File: src/rtl/sdram_ctrl_pkg.sv
package sdram_ctrl_pkg;

    // {ras_n, cas_n, we_n} with chip select low
    typedef enum logic [2:0] {
        CMD_MRS = 3'b000,
        CMD_REF = 3'b001,
        CMD_PRE = 3'b010,
        CMD_ACT = 3'b011,
        CMD_WR  = 3'b100,
        CMD_RD  = 3'b101,
        CMD_NOP = 3'b111
    } cmd_e;

    typedef enum logic [2:0] {
        ST_PWR,
        ST_IREF1,
        ST_IREF2,
        ST_IMRS,
        ST_IDLE,
        ST_RW,
        ST_PRE
    } state_e;

    // Round a nanosecond limit up to whole clock cycles
    function automatic int ns_to_cyc(input int ns, input int period_ns);
        return (ns + period_ns - 1) / period_ns;
    endfunction

    function automatic int imax(input int a, input int b);
        return (a > b) ? a : b;
    endfunction

endpackage

File: src/rtl/sdram_addr_split.sv
module sdram_addr_split #(
    parameter int BANK_W = 2,
    parameter int ROW_W  = 13,
    parameter int COL_W  = 10,
    localparam int ADDR_W = BANK_W + ROW_W + COL_W
) (
    input  logic [ADDR_W-1:0] addr,
    output logic [BANK_W-1:0] bank,
    output logic [ROW_W-1:0]  row,
    output logic [COL_W-1:0]  col
);
    always_comb begin
        col  = addr[COL_W-1:0];
        row  = addr[COL_W +: ROW_W];
        bank = addr[ADDR_W-1 -: BANK_W];
    end
endmodule

File: src/rtl/sdram_refresh_timer.sv
module sdram_refresh_timer #(
    parameter int PERIOD = 780,
    localparam int CNT_W = $clog2(PERIOD + 1)
) (
    input  logic clk,
    input  logic rst_n,
    input  logic run,
    input  logic ack,
    output logic due
);
    typedef struct packed {
        logic [CNT_W-1:0] cnt;
        logic             due;
    } tmr_t;

    tmr_t t_d, t_q;

    always_comb begin
        t_d = t_q;
        if (ack) t_d.due = 1'b0;
        if (!run) begin
            t_d.cnt = CNT_W'(PERIOD - 1);
        end else if (t_q.cnt == '0) begin
            t_d.cnt = CNT_W'(PERIOD - 1);
            t_d.due = 1'b1;
        end else begin
            t_d.cnt = t_q.cnt - 1'b1;
        end
    end

    always_ff @(posedge clk) begin
        if (!rst_n) begin
            t_q.cnt <= CNT_W'(PERIOD - 1);
            t_q.due <= 1'b0;
        end else begin
            t_q <= t_d;
        end
    end

    assign due = t_q.due;


    due_hold_chk: assert property (@(posedge clk) disable iff (!rst_n)
        (due && !ack) |=> due);

    ack_when_due_chk: assert property (@(posedge clk) disable iff (!rst_n)
        ack |-> due);
endmodule

File: src/rtl/sdram_ctrl.sv
module sdram_ctrl
    import sdram_ctrl_pkg::*;
#(
    parameter int CLK_NS      = 10,
    parameter int T_RCD_NS    = 20,
    parameter int T_RP_NS     = 20,
    parameter int T_RAS_NS    = 50,
    parameter int T_RC_NS     = 70,
    parameter int T_WR_CYC    = 2,
    parameter int T_MRD_CYC   = 2,
    parameter int CAS_LAT     = 2,
    parameter int REF_NS      = 7800,
    parameter int INIT_CYCLES = 20000,
    parameter int DATA_W      = 64,
    parameter int BANK_W      = 2,
    parameter int ROW_W       = 13,
    parameter int COL_W       = 10,
    localparam int ADDR_W     = BANK_W + ROW_W + COL_W,
    localparam int BE_W       = DATA_W / 8
) (
    input  logic              clk,
    input  logic              rst_n,
    input  logic              req_valid,
    output logic              req_ready,
    input  logic              req_we,
    input  logic [ADDR_W-1:0] req_addr,
    input  logic [DATA_W-1:0] req_wdata,
    input  logic [BE_W-1:0]   req_be,
    output logic              rsp_valid,
    output logic [DATA_W-1:0] rsp_rdata,
    output logic              sd_cke,
    output logic              sd_cs_n,
    output logic              sd_ras_n,
    output logic              sd_cas_n,
    output logic              sd_we_n,
    output logic [BANK_W-1:0] sd_ba,
    output logic [ROW_W-1:0]  sd_a,
    output logic [BE_W-1:0]   sd_dqm,
    output logic [DATA_W-1:0] sd_dq_out,
    output logic              sd_dq_oe,
    input  logic [DATA_W-1:0] sd_dq_in
);
    localparam int T_RCD   = ns_to_cyc(T_RCD_NS, CLK_NS);
    localparam int T_RP    = ns_to_cyc(T_RP_NS, CLK_NS);
    localparam int T_RAS   = ns_to_cyc(T_RAS_NS, CLK_NS);
    localparam int T_RC    = ns_to_cyc(T_RC_NS, CLK_NS);
    localparam int REF_CYC = REF_NS / CLK_NS;
    // access-to-close gap covers row-active time, write recovery and row cycle
    localparam int RW2PRE  = imax(imax(T_RAS - T_RCD, T_WR_CYC), T_RC - T_RCD - T_RP);
    localparam int CW      = $clog2(INIT_CYCLES + T_RC + RW2PRE + 2);
    localparam logic [ROW_W-1:0] MODE_WORD = ROW_W'(CAS_LAT << 4);

    typedef struct packed {
        state_e            st;
        logic [CW-1:0]     wait_n;
        cmd_e              cmd;
        logic              cs_n;
        logic              cke;
        logic [BANK_W-1:0] ba;
        logic [ROW_W-1:0]  a;
        logic [BE_W-1:0]   dqm;
        logic [DATA_W-1:0] dq;
        logic              oe;
        logic [BANK_W-1:0] bank;
        logic [COL_W-1:0]  col;
        logic              we;
        logic [DATA_W-1:0] wdata;
        logic [BE_W-1:0]   be;
        logic [CAS_LAT:0]  rpipe;
        logic              rsp_v;
        logic [DATA_W-1:0] rdata;
    } regs_t;

    regs_t r_d, r_q;

    logic [BANK_W-1:0] in_bank;
    logic [ROW_W-1:0]  in_row;
    logic [COL_W-1:0]  in_col;
    logic              ref_due, ref_ack, ref_run;

    sdram_addr_split #(.BANK_W(BANK_W), .ROW_W(ROW_W), .COL_W(COL_W)) split_i (
        .addr(req_addr), .bank(in_bank), .row(in_row), .col(in_col)
    );

    sdram_refresh_timer #(.PERIOD(REF_CYC)) refresh_i (
        .clk(clk), .rst_n(rst_n), .run(ref_run), .ack(ref_ack), .due(ref_due)
    );

    assign ref_run   = !(r_q.st inside {ST_PWR, ST_IREF1, ST_IREF2, ST_IMRS});
    assign req_ready = (r_q.st == ST_IDLE) && (r_q.wait_n == '0) && !ref_due;

    always_comb begin
        r_d       = r_q;
        ref_ack   = 1'b0;
        r_d.cmd   = CMD_NOP;
        r_d.cs_n  = 1'b0;
        r_d.cke   = 1'b1;
        r_d.oe    = 1'b0;
        r_d.dqm   = '0;
        r_d.rsp_v = 1'b0;
        r_d.rpipe = {r_q.rpipe[CAS_LAT-1:0], 1'b0};
        if (r_q.rpipe[CAS_LAT]) begin
            r_d.rsp_v = 1'b1;
            r_d.rdata = sd_dq_in;
        end
        if (r_q.wait_n != '0) begin
            r_d.wait_n = r_q.wait_n - 1'b1;
        end else begin
            case (r_q.st)
                ST_PWR: begin
                    r_d.cmd    = CMD_PRE;
                    r_d.a      = '0;
                    r_d.a[10]  = 1'b1;
                    r_d.st     = ST_IREF1;
                    r_d.wait_n = CW'(T_RP - 1);
                end
                ST_IREF1, ST_IREF2: begin
                    r_d.cmd    = CMD_REF;
                    r_d.st     = (r_q.st == ST_IREF1) ? ST_IREF2 : ST_IMRS;
                    r_d.wait_n = CW'(T_RC - 1);
                end
                ST_IMRS: begin
                    r_d.cmd    = CMD_MRS;
                    r_d.ba     = '0;
                    r_d.a      = MODE_WORD;
                    r_d.st     = ST_IDLE;
                    r_d.wait_n = CW'(T_MRD_CYC - 1);
                end
                ST_IDLE: begin
                    if (ref_due) begin
                        r_d.cmd    = CMD_REF;
                        ref_ack    = 1'b1;
                        r_d.wait_n = CW'(T_RC - 1);
                    end else if (req_valid) begin
                        r_d.cmd    = CMD_ACT;
                        r_d.ba     = in_bank;
                        r_d.a      = in_row;
                        r_d.bank   = in_bank;
                        r_d.col    = in_col;
                        r_d.we     = req_we;
                        r_d.wdata  = req_wdata;
                        r_d.be     = req_be;
                        r_d.st     = ST_RW;
                        r_d.wait_n = CW'(T_RCD - 1);
                    end
                end
                ST_RW: begin
                    r_d.cmd = r_q.we ? CMD_WR : CMD_RD;
                    r_d.ba  = r_q.bank;
                    r_d.a   = '0;
                    r_d.a[COL_W-1:0] = r_q.col;
                    if (r_q.we) begin
                        r_d.dq  = r_q.wdata;
                        r_d.oe  = 1'b1;
                        r_d.dqm = ~r_q.be;
                    end else begin
                        r_d.rpipe[0] = 1'b1;
                    end
                    r_d.st     = ST_PRE;
                    r_d.wait_n = CW'(RW2PRE - 1);
                end
                ST_PRE: begin
                    r_d.cmd    = CMD_PRE;
                    r_d.ba     = r_q.bank;
                    r_d.a      = '0;
                    r_d.st     = ST_IDLE;
                    r_d.wait_n = CW'(T_RP - 1);
                end
                default: r_d.st = ST_PWR;
            endcase
        end
    end

    always_ff @(posedge clk) begin
        if (!rst_n) begin
            r_q        <= '0;
            r_q.st     <= ST_PWR;
            r_q.wait_n <= CW'(INIT_CYCLES - 1);
            r_q.cmd    <= CMD_NOP;
            r_q.cs_n   <= 1'b1;
        end else begin
            r_q <= r_d;
        end
    end

    assign {sd_ras_n, sd_cas_n, sd_we_n} = r_q.cmd;
    assign sd_cs_n   = r_q.cs_n;
    assign sd_cke    = r_q.cke;
    assign sd_ba     = r_q.ba;
    assign sd_a      = r_q.a;
    assign sd_dqm    = r_q.dqm;
    assign sd_dq_out = r_q.dq;
    assign sd_dq_oe  = r_q.oe;
    assign rsp_valid = r_q.rsp_v;
    assign rsp_rdata = r_q.rdata;


    rw_after_act_chk: assert property (@(posedge clk) disable iff (!rst_n)
        (r_q.cmd inside {CMD_RD, CMD_WR}) |-> ($past(r_q.cmd, T_RCD) == CMD_ACT));

    act_after_pre_chk: assert property (@(posedge clk) disable iff (!rst_n)
        (r_q.cmd == CMD_ACT) |-> ($past(r_q.cmd) != CMD_PRE));

    mrs_gap_chk: assert property (@(posedge clk) disable iff (!rst_n)
        (r_q.cmd == CMD_MRS) |=> (r_q.cmd == CMD_NOP));

    rsp_after_read_chk: assert property (@(posedge clk) disable iff (!rst_n)
        rsp_valid |-> ($past(r_q.cmd, CAS_LAT + 1) == CMD_RD));

    act_after_accept_chk: assert property (@(posedge clk) disable iff (!rst_n)
        (req_valid && req_ready) |=> (r_q.cmd == CMD_ACT));

    oe_only_on_write_chk: assert property (@(posedge clk) disable iff (!rst_n)
        sd_dq_oe |-> (r_q.cmd == CMD_WR));
endmodule

File: config.mk
export PLATFORM = sky130hd
export DESIGN_NAME = sdram_ctrl
export DESIGN_NICKNAME = d
export VERILOG_FILES = /design/src/rtl/sdram_ctrl_pkg.sv /design/src/rtl/sdram_addr_split.sv /design/src/rtl/sdram_refresh_timer.sv /design/src/rtl/sdram_ctrl.sv
export SDC_FILE = /design/constraint.sdc
export NUM_CORES = 1
export LEC_CHECK = 0
export ABC_AREA = 1
export BUFFER_PORTS_ARGS = -buffer_cell sky130_fd_sc_hd__buf_4
export CORE_UTILIZATION = 44
export CTS_CLUSTER_DIAMETER = 50
export DETAILED_ROUTE_END_ITERATION = 8
export GPL_TIMING_DRIVEN = 0
export PLACE_DENSITY_LB_ADDON = 0.08
export SETUP_SLACK_MARGIN = 0.3
export SLEW_MARGIN = 20
export SYNTH_ARGS = -nofsm -noshare
export SYNTH_HDL_FRONTEND = slang
export SYNTH_SLANG_ARGS = --single-unit
File: constraint.sdc
create_clock -name clk -period 1.7 [get_ports clk]
set_input_delay 0.17 -clock clk [delete_from_list [all_inputs] [get_ports clk]]
set_output_delay 0.17 -clock clk [all_outputs]
set_load 0.02 [all_outputs]
Word-level counts from Yosys, hierarchy flattened

Index checks and enable logic that the tools add are counted.

Flip-flop bits (word level): 275
Latch bits: 0
RAM bits: 0
Bits in read-only memories: 0
Input port bits: 165
Output and inout bits: 159
Word-level logic and storage cells: 92
Memories kept: 0

$add $sub $neg: 2
$mul: 0
Divide/modulo/power cells: 0
$lt $le $gt $ge: 0
Eq/ne operators: 9
Shift-type cells: 0
Multiplexer cells: 29
Bitwise operators: 6
Reductions and logical operators: 25

Operators by type and width:

| operator                                                               | number |
|---|---|
| 85-bit 2-to-1 mux                                                      | 3 |
| 243-bit 2-to-1 mux                                                     | 1 |
| 173-bit 2-to-1 mux                                                     | 1 |
| 73-bit 2-to-1 mux                                                      | 2 |
| 18-bit case mux with 5 select lines                                    | 1 |
| 65-bit 2-to-1 mux                                                      | 1 |
| 13-bit case mux with 5 select lines                                    | 1 |
| 15-bit 2-to-1 mux                                                      | 3 |
| 21-bit 2-to-1 mux                                                      | 1 |
| 18-bit 2-to-1 mux                                                      | 1 |
| 15-bit zero test                                                       | 1 |
| 3-bit case mux with 5 select lines                                     | 1 |
| 15-bit nonzero test                                                    | 1 |
| 15-bit by 1-bit subtractor with 15-bit output (second input constant)  | 1 |
| 4-bit AND reduction                                                    | 3 |
| 1-bit 2-to-1 mux                                                       | 11 |
| 10-bit zero test                                                       | 1 |
| 2-bit OR reduction                                                     | 5 |
| 10-bit by 1-bit subtractor with 10-bit output (second input constant)  | 1 |
| 3-bit equality test (second input constant)                            | 3 |
| 8-bit inverter                                                         | 1 |
| 3-bit by 2-bit equality test with 1-bit output (second input constant) | 2 |
| 2-bit case mux with 3 select lines                                     | 1 |
| 3-bit AND reduction                                                    | 2 |
| 15 further kinds                                                       | 22 |

Depth between registers and ports, before layout

Word-level depth: 6
Depth in mapped cells: 12
Gate-level depth less buffers: 10

Hierarchy

Synthesis repeated with hierarchy kept, for this count alone.

Cell total of the unflattened synthesis: 1640
Area, all modules: 12002.8 µm²

By module, submodules not included:

| module              | times used | cells an instance | area an instance (µm²) | sequential area each (µm²) |
|---|---|---|---|---|
| sdram_ctrl          | 1          | 1545              | 11298.3                | 5285.1 |
| sdram_refresh_timer | 1          | 70                | 516.7                  | 220.2 |
| sdram_addr_split    | 1          | 25                | 187.7                  | 0.0 |

Least setup slack after synthesis

OpenSTA, ideal clock, no wires.

Path kind: flip-flop to flip-flop
Start: reg r_q[246] (netlist bit)
End: reg r_q[100] (netlist bit)
Library setup time: 113 ps
Arrival time: 1481 ps
Required time: 1587 ps
Path slack: 105 ps
Cell stages (with the launch flop): 12
Path buffers: 2
Clock period less this slack: 1595 ps
Cell sequence: dfxtp_1 -> inv_1 -> ha_1 -> nand3_1 -> nor2_1 -> nand2_1 -> inv_2 -> nand3_2 -> buf_2 -> buf_2 -> nor2_1 -> nor2_1

Cells in the longest elaborated chain, start to end: 3

Ends and longest elaborated chain:

| element                              | line              | RTL |
|---|---|---|
| start: declaration                   | sdram_ctrl.sv:74  | `regs_t r_d, r_q;` |
| start signal: assignment             | sdram_ctrl.sv:182 | `r_q <= r_d;` |
| 15-bit nonzero test                  | sdram_ctrl.sv:106 | `if (r_q.wait_n != '0) begin` |
| 1-bit inverter (no source line)      | --                |  |
| 4-bit AND reduction (no source line) | --                |  |

No other way between the ends.
A chain may end at the register's enable or synchronous reset.

Worst setup path after layout

Start: reg r_q[247] (netlist bit)
End: reg r_q, in the netlist sd_dq_out[56]

Cells in the longest elaborated chain, start to end: 3

Ends and longest elaborated chain:

| element                              | line |
|---|---|
| 15-bit nonzero test                  | sdram_ctrl.sv:106 |
| 1-bit inverter (no source line)      | -- |
| 3-bit AND reduction (no source line) | -- |

No other way between the ends.

==> results.md <==
- Commonest non-fill, non-tap cell in the layout: buf_4
- Finish-stage setup viols: between 100 and 150
- Hold Crit Class: in -> reg
- Synthesized area: around 0.012 mm²
- CTS tree: built
- Max stage delay on crit path: ~0.32 ns
- Worst slew margin: 0.5295
- Non-filler cells, final: ~2500
- Cells after Synth: approximately 1600
- Starting density of the core: 0.4476
- Min Hold Slack: a little under 0.04 ns
- HPWL after DPL: 23230 µm
- Final Critical Period: around 1.8 ns
- Crit. End Element: flip-flop
- Crit share post-route: 1.074
- Netlist cell types: 33
- Syn Area/Cell: about 7.3 µm²
- #FFs+latches synth: approximately 280
- Hold path depth: 5
- Largest net degree at the start of global routing: 13
- Vias in the first global route: roughly 11000
- WP data required: approximately 2.1 ns
- Reg2reg path depth: 13
- H-tree Lvls: 2
- Hold endpoint: sd_a[11]$_SDFFE_PN0P_
- Max Root-Sink Buffers: 3
- Max Cap Viol: 0
- Slew @ Worst Pin: around 0.7 ns
- Crit path max-delay cell type: dfxtp_2
- FF-to-FF End: sd_dq_out[56]$_SDFFE_PN0P_
- Status: finished with violations
- Die height: ~160 µm
- Cell Chain, Critical Path: inv_2, ha_4, nand3_2, nor2_2, nand2_2, buf_12, clkinv_8, nand3_4, buf_12, clkbuf_16, nand2_2, nand2_1, nor2_1
- Total CTS buffers: 35
- Via Count: 12140
- RSZ-0062 raised after global routing: yes
- Later-pin clock latency in the skew report: around 0.5 ns
- GRT overflow: 0
- P&R area growth vs syn: 70.46%
- # port buffers: roughly 320
- Routed Antenna Nets: 0
- Nets: around 2400
- Post-Syn Nets: roughly 1800
- Clock Tree Root: clkbuf_16
- Die X-Extent: 164.8 µm
- Failing checks: setup timing
- RePlAce Congestion: ~0.84
- Seq/Total Area, Yosys: 0.4720
- PwrDens: ~760 mW/mm²
- Die Area: around 0.027 mm²
- Most frequent cells in the layout: 502 x buf_4, 332 x nor2_1, 262 x dfxtp_1
- Synth Warn #: 0
- First-pass GRT wire length: 54470 µm
- # IOs: roughly 320
- Layout cell share with drive strength beyond 1: 0.4189
- Avg WL per Cell: between 15 and 20 µm
- Maximum clock rate: ~550 MHz
- Worst path arrival time: roughly 2.2 ns
- CTS clock-pin slew for the worst setup and hold paths: approximately 0.060 ns
- Leakage: about 9.6 nW
- Antenna violations before repair: 2
- DRC errors left: 0
- Drt total wl: 39440 µm
- Placed insts: 2266
- FF-to-FF Start: r_q[247]$_SDFFE_PN1P_
- Crit path kind: reg -> reg
- Min-delay src: req_addr[21]
- Routed vias/inst: between 4 and 5
- Count of final max-slew check failures: 0
- DR iter-0 viols: between 700 and 800
- Critical Path Source Type: flip-flop
- Reg2reg setup slack: -0.13 ns
- Peak VDD IR: roughly 0.0013 V
- Setup_tns: -8.714 ns
- First-pass DRT Iterations: 6
- CTS sink count: approximately 280
- Core area: about 0.026 mm²
- Row Count: 59
- Setup Skew: just over 0.02 ns
- CP max FO: 9
- Final core occ: 0.7630
- # fillers: 1818
- Final setup margin: -0.1266 ns
- Fin. Hold Viols: 0
- GRT Overall Usage: 0.2517
cell usage after synthesis (all sizes together):
| master | instances | area, µm² |
|---|---|---|
| ha | 3 | 37.54 |
| a31oi | 2 | 12.51 |
| o21ai | 165 | 829.5 |
| o2111ai | 1 | 8.760 |
| nand2 | 238 | 898.4 |
| or2 | 2 | 12.51 |
| clkinv | 1 | 3.750 |
| nand3 | 42 | 220.2 |
| buf | 189 | 1405 |
| o22ai | 1 | 6.260 |
| a21oi | 21 | 105.1 |
| nand3b | 2 | 15.01 |
| inv | 116 | 435.4 |
| dfxtp | 275 | 5505 |
| clkbuf | 40 | 150.1 |
| xor2 | 7 | 61.31 |
| xnor2 | 1 | 8.760 |
| nor4 | 3 | 18.77 |
| o211ai | 1 | 7.510 |
| nor3 | 4 | 20.02 |
| nand4 | 7 | 43.79 |
| nor2 | 486 | 1852 |
| o31ai | 1 | 7.510 |
worst max-delay path: cells and delay by family, from the launching register on:
| kind | cells | cell delay (ns) |
|---|---|---|
| buf+inv | 5 | 0.62 |
| flops | 1 | 0.32 |
| simple gates | 7 | 0.64 |
| fa+ha+maj | 1 | 0.15 |
area by class of cell:
type	count	area [µm²]	share of cell area
Antenna cell	2	5.005	0.0002517
Buffer	229	1881	0.09458
Clock buffer	44	992.2	0.04990
Clock inverter	16	237.7	0.01196
Inverter	117	461.7	0.02322
Multi-Input combinational cell	987	5475	0.2754
Sequential cell	275	5532	0.2782
Tap cell	335	419.2	0.02108
Timing Repair Buffer	538	4881	0.2455
per-stage QoR:
step                      total power [mW]  worst slack, ns  instance area, µm²
after floorplan                      6.706           0.2233               11780
after global placement               7.080          -0.6441               14620
after detailed placement             7.081          -0.6719               14620
after CTS                            15.20         -0.07951               17940
after global routing                 15.58          -0.2297               19880
final                                15.16          -0.1266               19880
kinds of logic after synthesis:
logic type	after synthesis	synth area share
simple gates	784	0.2641
xor+xnor	8	0.006007
compound gates	192	0.08377
buf+inv	346	0.1710
flops	275	0.4720
fa+ha+maj	3	0.003218
per-layer routing:
layer	vias to the layer above	share of wire	GRT usage
li1	5981	-	-
met1	5625	0.39	0.2934
met2	448	0.51	0.4528
met3	86	0.066	0.05550
met4	0	0.030	0.08257
met5	-	0	0
where the power goes:
part           switching [mW]  total [mW]  leakage, nW  internal (mW)
sequential            0.00632        6.46         2.22           6.45
clock                    2.81        7.84        0.613           5.03
combinational           0.345       0.862         6.77          0.517
worst max-delay path by stage:
stage                                      from                          to  slack (ns)  depth (start not counted)
after global placement                    rst_n        sd_dqm[0]$_SDFF_PP0_       -0.64                          5
final                     r_q[247]$_SDFFE_PN1P_  sd_dq_out[56]$_SDFFE_PN0P_       -0.13                         13
after global routing      r_q[247]$_SDFFE_PN1P_  sd_dq_out[56]$_SDFFE_PN0P_       -0.23                         13
after floorplan           r_q[246]$_SDFFE_PN1P_       r_q[100]$_SDFFE_PN0P_        0.22                         11
after CTS                 r_q[247]$_SDFFE_PN1P_                   req_ready       -0.08                          7
after detailed placement                  rst_n        sd_dqm[6]$_SDFF_PP0_       -0.67                          5
state kept, by name (all words and copies together), names as in the netlist:
register	cells
sd_a	13
sd_cas_n	1
sd_cke	1
r_d	2
sd_we_n	1
rsp_valid	1
sd_ba	2
r_q	104
sd_dq_out	64
refresh_i.due	1
sd_dq_oe	1
rsp_rdata	64
sd_cs_n	1
sd_ras_n	1
refresh_i.t_q	10
sd_dqm	8
timing repair:
item / CTS / global route
buffers inserted: 17 / 24
setup endpoints to repair: 266 / 255
gates cloned: 4 / 20
hold buffers: 150 / 0
pin swaps: 30 / 67
endpoints found under the hold margin: 150 / 0
resized for setup: 102 / 380
No activity file was read; power rests on OpenSTA's default activity.
